## config.mk

```make
export PLATFORM = sky130hd
export DESIGN_NAME = sar_seq
export DESIGN_NICKNAME = d
export VERILOG_FILES = /design/src/rtl/sar_seq.sv
export SDC_FILE = /design/constraint.sdc
export NUM_CORES = 1
export LEC_CHECK = 0
export ABC_AREA = 1
export BUFFER_PORTS_ARGS = -buffer_cell sky130_fd_sc_hd__buf_2
export CAP_MARGIN = 20
export CORE_MARGIN = 4
export CORE_UTILIZATION = 49
export DETAILED_ROUTE_END_ITERATION = 12
export HOLD_SLACK_MARGIN = 0.05
export PLACE_DENSITY = 0.75
export SLEW_MARGIN = 10
export SYNTH_ARGS = -nofsm -noshare
export SYNTH_HDL_FRONTEND = slang
export SYNTH_SLANG_ARGS = --single-unit
```

## constraint.sdc

```tcl
create_clock -name clk -period 1.6 [get_ports clk]
set_input_delay 0.16 -clock clk [delete_from_list [all_inputs] [get_ports clk]]
set_output_delay 0.16 -clock clk [all_outputs]
set_load 0.05 [all_outputs]
```

## src/rtl/sar_seq.sv

```systemverilog
module sar_seq #(
  parameter int NBITS = 10
) (
  input  logic             clk,
  input  logic             rst,
  input  logic             en,
  input  logic             tad_tick,
  input  logic             start_set,
  input  logic             start_clr,
  input  logic [2:0]       acq_sel,
  input  logic             cmp_in,
  input  logic             wr_res,
  input  logic [NBITS-1:0] wr_data,
  input  logic             irq_clr,
  output logic             busy,
  output logic             sample_closed,
  output logic [NBITS-1:0] trial_code,
  output logic [NBITS-1:0] result,
  output logic             irq
);
  localparam int IW = $clog2(NBITS);
  localparam int CW = 5;

  typedef enum logic [2:0] {S_IDLE, S_ACQ, S_SETUP, S_BITS, S_DISCH} st_t;

  st_t              state;
  logic [CW-1:0]    cnt;
  logic [IW-1:0]    idx;
  logic [NBITS-1:0] sar;
  logic [NBITS-1:0] sar_upd;
  logic             en_q;

  function automatic logic [CW-1:0] acq_len(input logic [2:0] c);
    case (c)
      3'd0:    acq_len = 5'd0;
      3'd1:    acq_len = 5'd2;
      3'd2:    acq_len = 5'd4;
      3'd3:    acq_len = 5'd6;
      3'd4:    acq_len = 5'd8;
      3'd5:    acq_len = 5'd12;
      3'd6:    acq_len = 5'd16;
      default: acq_len = 5'd20;
    endcase
  endfunction

  wire converting = (state == S_SETUP) || (state == S_BITS);
  wire active     = (state == S_ACQ) || converting;
  wire idle_free  = (state == S_IDLE) && !busy;
  wire start_ok   = start_set && !start_clr && en && en_q && idle_free;
  wire abort      = start_clr && busy && active;
  wire [CW-1:0] acq_n = acq_len(acq_sel);

  assign sample_closed = !converting;
  assign trial_code    = (state == S_BITS) ? sar : '0;

  always_comb begin
    sar_upd      = sar;
    sar_upd[idx] = cmp_in;
    if (idx != '0) sar_upd[idx - 1'b1] = 1'b1;
  end

  always_ff @(posedge clk) begin
    if (rst) begin
      state  <= S_IDLE;
      cnt    <= '0;
      idx    <= '0;
      sar    <= '0;
      result <= '0;
      busy   <= 1'b0;
      irq    <= 1'b0;
      en_q   <= 1'b0;
    end else begin
      en_q <= en;
      if (irq_clr) irq <= 1'b0;
      if (start_clr) busy <= 1'b0;
      else if (start_ok) busy <= 1'b1;
      if (wr_res && idle_free) result <= wr_data;

      if (abort) begin
        state <= S_DISCH;
        cnt   <= 5'd1;
      end else if (tad_tick) begin
        case (state)
          S_IDLE:
            if (busy && !start_clr) begin
              if (acq_n == '0) state <= S_SETUP;
              else begin
                state <= S_ACQ;
                cnt   <= acq_n - 1'b1;
              end
            end
          S_ACQ:
            if (cnt == '0) state <= S_SETUP;
            else cnt <= cnt - 1'b1;
          S_SETUP: begin
            state <= S_BITS;
            idx   <= IW'(NBITS - 1);
            sar   <= {1'b1, {(NBITS-1){1'b0}}};
          end
          S_BITS: begin
            sar <= sar_upd;
            if (idx == '0) begin
              result <= sar_upd;
              busy   <= 1'b0;
              irq    <= 1'b1;
              state  <= S_DISCH;
              cnt    <= 5'd1;
            end else begin
              idx <= idx - 1'b1;
            end
          end
          S_DISCH:
            if (cnt == '0) state <= S_IDLE;
            else cnt <= cnt - 1'b1;
          default: state <= S_IDLE;
        endcase
      end
    end
  end

  p_stall_r9: assert property (@(posedge clk) disable iff (rst)
    !tad_tick && !start_clr |=> $stable(state));

  p_open_busy_r4: assert property (@(posedge clk) disable iff (rst)
    !sample_closed |-> busy);

  p_done_irq_r6: assert property (@(posedge clk) disable iff (rst)
    $fell(busy) && !$past(start_clr) && !$past(rst) |-> irq && sample_closed);

  p_result_src_r10: assert property (@(posedge clk) disable iff (rst)
    !$stable(result) && !$past(rst) |-> irq || $past(wr_res));

  p_disch_idle_r8: assert property (@(posedge clk) disable iff (rst)
    state == S_DISCH |-> !busy);

  p_trial_bit_r5: assert property (@(posedge clk) disable iff (rst)
    state == S_BITS |-> trial_code[idx]);
endmodule

```

==> impl_metrics.yaml, run 1 <==
power:
  switching_power_uw: 947
  clockPowerShare_pct: 30.8
  leakage_uw: 0.00141
  p_seq_share_pct: 36.4
  intPower_uw: 1740
  power_frac_comb_pct: 32.8
  power_switching_share_pct: 35.2
  powerDensity_nw_per_um2: 888
  ir_drop_uv: 508
sta:
  tightest_slew_ns: 0.384
  final-hold-violation-count: 0
  finalHoldWorstSlack_ns: 0.0814
  fin_skew_ns: 0.0104
  fin_crit_sh_pct: 96.7
  fmax_mhz: 646
  slew-limit-headroom_pct: 74.4
  setup_violations: 0
  min_period_ns: 1.55
  slew_viol_final: 0
  rsz0062_at_grt: "true"
critical_path:
  worstSetupEndpoint: "cnt[4]"
  reg2reg_setup_slack_ns: 0.05
  critPathMaxStageDelay_ns: 0.35
  critical_path_required_ns: 1.83
  crit_arrival_ns: 1.78
  reg2reg_to: "cnt[4]"
  end_kind: "register"
  r2r_start: "state[2]"
  cpMaxStageDelayCell: "dfxtp_4"
  ff2ff_path_depth: 11
  crit_fanout: 5
  start_kind: "register"
  crit_top_cell: "nand3_1"
  worstSetupStartpoint: "state[2]"
  path_class: "register to register"
  path_cells: "inv_4, buf_4, nand3_4, nand2_4, nand2_1, nand2_2, ha_4, nand3_1, o21bai_1, nand3_1, a21oi_1"
grt:
  overflow: 0
  antenna_found_initial: 0
  grt_max_degree: 17
  grt_pass1_vias: 2247
  grt_usage_pct: 21.2
  grt_pass1_wl_um: 10400
die:
  start_util_pct: 51.5
  core_area_um2: 4410
  rows: 24
  die_w_um: 76.1
  fp.dieH_um: 76.1
  io_pins: 45
  die_area_um2: 5790
cts:
  clockRootBuffer: "clkbuf_8"
  tritoncts: "done"
  cts_buffer_depth: 2
  clk_pin_slew_ns: 0.08
  cts_buffers: 5
  cts.sink_count: 35
  htreeDepth: 2
  insertion_delay_ns: 0.30
synth:
  syn_area_um2: 2270
  synth_flop_cell: "dfxtp_1"
  synth-edff-count: 0
  ys_warn_count: 0
  avgSynthCellArea_um2: 6.61
  ys_async_sr_fraction_pct: 0
  synth_cells: 344
  ys_top_cells_by_area: "dfxtp_1 (31%), nand2_1 (15%), nand3_1 (7.0%), a21oi_1 (6.8%), inv_1 (6.4%)"
  seq_area_frac_synth_pct: 30.8
  synth_fp_nets: 372
  synth_cell_type_count: 35
  synth_largest_area_cell: "dfxtp_1"
  synth_top_cell_area_share_pct: 30.8
  ys_ff_latch: 35
finish:
  num-fill-cells: 383
  postLayoutCoreUtil_pct: 68.6
  multi_input_area_um2: 1460
  areaGrowthSynthToFinish_pct: 33.2
  final_cell_mix: "nand2_1 (91), inv_1 (38), buf_2 (35)"
  final_common_cell: "nand2_1"
  fin_nets: 445
  antenna_cells: 0
  seqCellArea_um2: 714
  drive_gt1_share_pct: 30.6
  finalNonFillerCells: 470
placement:
  io_buffer_count: 44
  place_inst: 453
  dp_hpwl_um: 4750
  gp_congestion: 0.938
drt:
  vias_per_cell: 5.33
  wl_per_cell_um: 13.5
  ant_nets: 0
  drc_errors: 0
  drt_iter0_markers: 205
  drt-total-wl_um: 6370
  vias: 2506
  dr.pass1.iters: 5
flow_run:
  drv_cap: 0
status:
  status: "completed"
min_path:
  hold_class: "input port to register"
==> worst min-delay path by stage <==
stage	end	from	slack, ns	cells past startpoint
after floorplan	en_q	en	0.27	2
after global placement	en_q	en	0.39	3
after detailed placement	en_q	en	0.39	3
after CTS	en_q	en	0.08	3
after global routing	en_q	en	0.09	3
final	en_q	en	0.08	3
==> layout make-up <==
| type | instances | share of cell area, % |
|---|---|---|
| clock inverters | 3 | 1.45 |
| flip-flops and latches | 35 | 23.6 |
| repair buffers | 74 | 16.9 |
| clock buffers | 5 | 2.27 |
| multi-input cells | 258 | 48.2 |
| well taps | 52 | 2.15 |
| inverters | 43 | 5.41 |
==> layer usage <==
metal,vias up,global-route usage (%),part of all wire [%]
li1,1269,-,-
met3,9,4.73,5.2
met5,-,0,0
met2,72,34.2,49
met1,1156,27.7,44
met4,0,7.17,1.6
==> metrics by stage <==
stage	power [µW]	setup TNS [ns]	area, µm²	worst slack (ns)
final	2690	0	3030	0.0522
after global routing	2830	-0.0972	3030	-0.0614
after CTS	2620	-0.0511	2890	-0.0139
after detailed placement	1770	-0.0375	2680	-0.0194
after global placement	1760	0	2680	0.0439
after floorplan	1560	-1.95	2270	-0.195
==> state kept, by name, summed over array words and instances, names as in the netlist <==
name	count
irq	1
sar	10
idx	4
en_q	1
state	3
cnt	5
busy	1
result	10
==> Yosys cell counts, types with 2 or more instances <==
library cell,count
nor3_1,5
nand3_2,3
nor2_4,2
o21ai_0,18
a31oi_1,3
ha_1,6
nand3_1,32
nor2_1,30
o21ai_1,4
clkbuf_1,5
inv_1,39
nor2_8,2
mux2i_1,8
nand2_4,4
nand2_1,92
a21oi_1,31
inv_2,4
dfxtp_1,35
nand4_1,4
nand2_2,2
==> critical path, delay by kind of cell, from the launching register on <==
kind / cells / cell delay (ns)
flops: 1 / 0.35
buf+inv: 2 / 0.19
simple gates: 6 / 0.51
fa+ha+maj: 1 / 0.14
compound gates: 2 / 0.27
==> power groups by stage <==
stage	Sequential (µW)	Clock, µW	Combinational [µW]
floorplan	1100	0	462
global placement	995	0	761
detailed placement	997	0	775
CTS	982	837	799
global route	987	874	971
finish	980	827	881
==> cell families (layout without fill, tap and decap cells) <==
kind of cell	after synthesis	in the layout	share of synthesized area, %
mux	8	8	3.52
xor+xnor	2	2	1.10
fa+ha+maj	6	6	3.30
flops	35	35	30.8
compound gates	63	63	15.3
buf+inv	51	125	8.97
simple gates	179	179	37.0
==> what timing repair did <==
item                       CTS  global route
resized for setup           30            32
hold endpoints to repair     0             0
pin swaps                    1             7
hold buffers                 0             0
setup endpoints to repair   13            36
setup buffers                3             6
Note: power is estimated with default switching activity, not from simulation.
==> run 2, diff against run 1 <==
--- a/config.mk
+++ b/config.mk
@@ -10,6 +10,7 @@
 export CAP_MARGIN = 20
 export CORE_MARGIN = 4
 export CORE_UTILIZATION = 49
+export CTS_CLUSTER_SIZE = 20
 export DETAILED_ROUTE_END_ITERATION = 12
 export HOLD_SLACK_MARGIN = 0.05
 export PLACE_DENSITY = 0.75
==> constraint.sdc (replaced) <==
create_clock -name clk -period 1.6 [get_ports clk]
set_input_delay 0.4 -clock clk [delete_from_list [all_inputs] [get_ports clk]]
set_output_delay 0.4 -clock clk [all_outputs]
set_load 0.05 [all_outputs]
==> run 2 against run 1 <==
Compared with the run above: the flow now finishes with violations (negative setup slack); sequential cell count unchanged; non-clock buffer count down 1; via count up 1.9%; first-iteration DRC count down 7.3%; highest routed layer unchanged; global-route usage up 0.53 points; power down 1.9%; worst hold slack better by 0.25 ns.
==> impl_metrics.yaml, run 2 (synthesized netlist as in run 1, its figures left out) <==
sta:
  fmax_mhz: 593
  slew-limit-headroom_pct: 74.9
  min_period_ns: 1.69
  slew_viol_final: 0
  setup_ws_ns: -0.0862
  fin_skew_ns: 0.00950
  rsz0062_at_grt: "true"
  final-hold-violation-count: 0
  fin_crit_sh_pct: 105
  setup_violations: 10
  tns_ns: -0.607
  tightest_slew_ns: 0.374
placement:
  io_buffer_count: 44
  place_inst: 455
  place_area_um2: 2780
  gp_congestion: 0.892
  dp_hpwl_um: 4780
critical_path:
  path_cells: "inv_4, nand2_4, nor2_8, inv_12, nor2_4, buf_8"
  ff2ff_path_depth: 12
  path_class: "register to output port"
  r2r_start: "state[2]"
  worstSetupEndpoint: "trial_code[0]"
  reg2reg_to: "cnt[4]"
  reg2reg_setup_slack_ns: 0.01
  end_kind: "output port"
  worstSetupStartpoint: "state[2]"
  critical_path_required_ns: 1.20
  cpMaxStageDelayCell: "dfxtp_4"
  start_kind: "register"
  critPathMaxStageDelay_ns: 0.36
  crit_fanout: 12
  crit_arrival_ns: 1.29
power:
  leakage_uw: 0.00142
  ir_drop_uv: 576
  intPower_uw: 1710
  switching_power_uw: 923
  powerDensity_nw_per_um2: 855
  power_frac_comb_pct: 32.1
  clockPowerShare_pct: 30.8
  power_switching_share_pct: 35.0
  p_seq_share_pct: 37.1
drt:
  vias_per_cell: 5.44
  drt_iter0_markers: 190
  ant_nets: 0
  drt-total-wl_um: 6400
  drc_errors: 0
  wl_per_cell_um: 13.7
  vias: 2553
  dr.pass1.iters: 4
finish:
  finalNonFillerCells: 469
  num-fill-cells: 358
  final_cell_mix: "nand2_1 (90), inv_1 (38), buf_2 (33)"
  drive_gt1_share_pct: 30.5
  areaGrowthSynthToFinish_pct: 35.7
  final_common_cell: "nand2_1"
  fin_nets: 444
  antenna_cells: 0
  fin_area_um2: 3080
  reg.largest.list: "result x10, sar x10, cnt x5"
die:
  io_pins: 45
  start_util_pct: 51.5
  core_area_um2: 4410
  rows: 24
  fp.dieH_um: 76.1
  die_area_um2: 5790
  die_w_um: 76.1
status:
  failed_checks: "negative setup slack"
  status: "finished, violations left"
cts:
  cts.sink_count: 35
  cts_buffer_depth: 2
  cts_hold_buf: 0
  clk_pin_slew_ns: 0.07
  tritoncts: "done"
  cts_buffers: 5
  clockRootBuffer: "clkbuf_8"
  insertion_delay_ns: 0.30
  htreeDepth: 2
grt:
  grt_pass1_wl_um: 10600
  overflow: 0
  grt_usage_pct: 21.7
  grt_pass1_vias: 2350
  antenna_found_initial: 0
  grt_max_degree: 16
min_path:
  hold_class: "input port to register"
  hold_depth: 3
flow_run:
  drv_cap: 0
[run 2: stage by stage]
stage          power, µW  hold slack, ns  utilization, %  setup WS [ns]
6_report            2640           0.327            69.9        -0.0862
2_1_floorplan       1570           0.445               -        0.00958
3_5_place_dp        1790           0.458            62.9       0.000374
4_1_cts             2610           0.321            67.8        -0.0974
3_3_place_gp        1770           0.453            62.9         0.0251
5_1_grt             2800           0.326            69.9         -0.130
[run 2: what timing repair did]
action / in CTS / in global routing
endpoints found under the setup margin: 11 / 41
gates resized for setup: 29 / 24
endpoints found under the hold margin: 0 / 0
buffers inserted: 2 / 5
pin swaps: 1 / 2
[run 2: worst min-delay path by stage]
stage | endpoint | slack, ns | start
final | en_q | 0.33 | en
after global routing | en_q | 0.33 | en
after CTS | en_q | 0.32 | en
after detailed placement | irq | 0.46 | irq
after global placement | irq | 0.45 | irq
after floorplan | sar[1] | 0.45 | sar[1]
[run 2: metal layers]
| metal | global-route usage [%] | wire length [µm] | vias to the layer above |
|---|---|---|---|
| met1 | 27.4 | 2690 | 1164 |
| met4 | 6.64 | 95 | 0 |
| met2 | 36.5 | 3140 | 101 |
| met3 | 4.96 | 475 | 12 |
| met5 | 0 | 0 | - |
| li1 | - | - | 1276 |
[run 2: critical path, delay by kind of cell (launching register included)]
family        cells  cell delay (ns)
buf+inv           3             0.31
flops             1             0.36
simple gates      3             0.33
[run 2: cell type report]
type	count	area, µm²	share of cell area, %
timing repair buffer	73	522	16.9
clock buffer	5	68.8	2.23
inverter	43	179	5.80
sequential	35	716	23.2
tap	52	65.1	2.11
clock inverter	3	43.8	1.42
multi-input combinational	258	1490	48.3
[run 2: power by group through the flow]
stage | Combinational [µW] | Clock (µW) | Sequential, µW
CTS | 797 | 830 | 982
global placement | 772 | 0 | 1000
floorplan | 468 | 0 | 1100
finish | 846 | 812 | 979
global route | 935 | 879 | 989
detailed placement | 784 | 0 | 1000
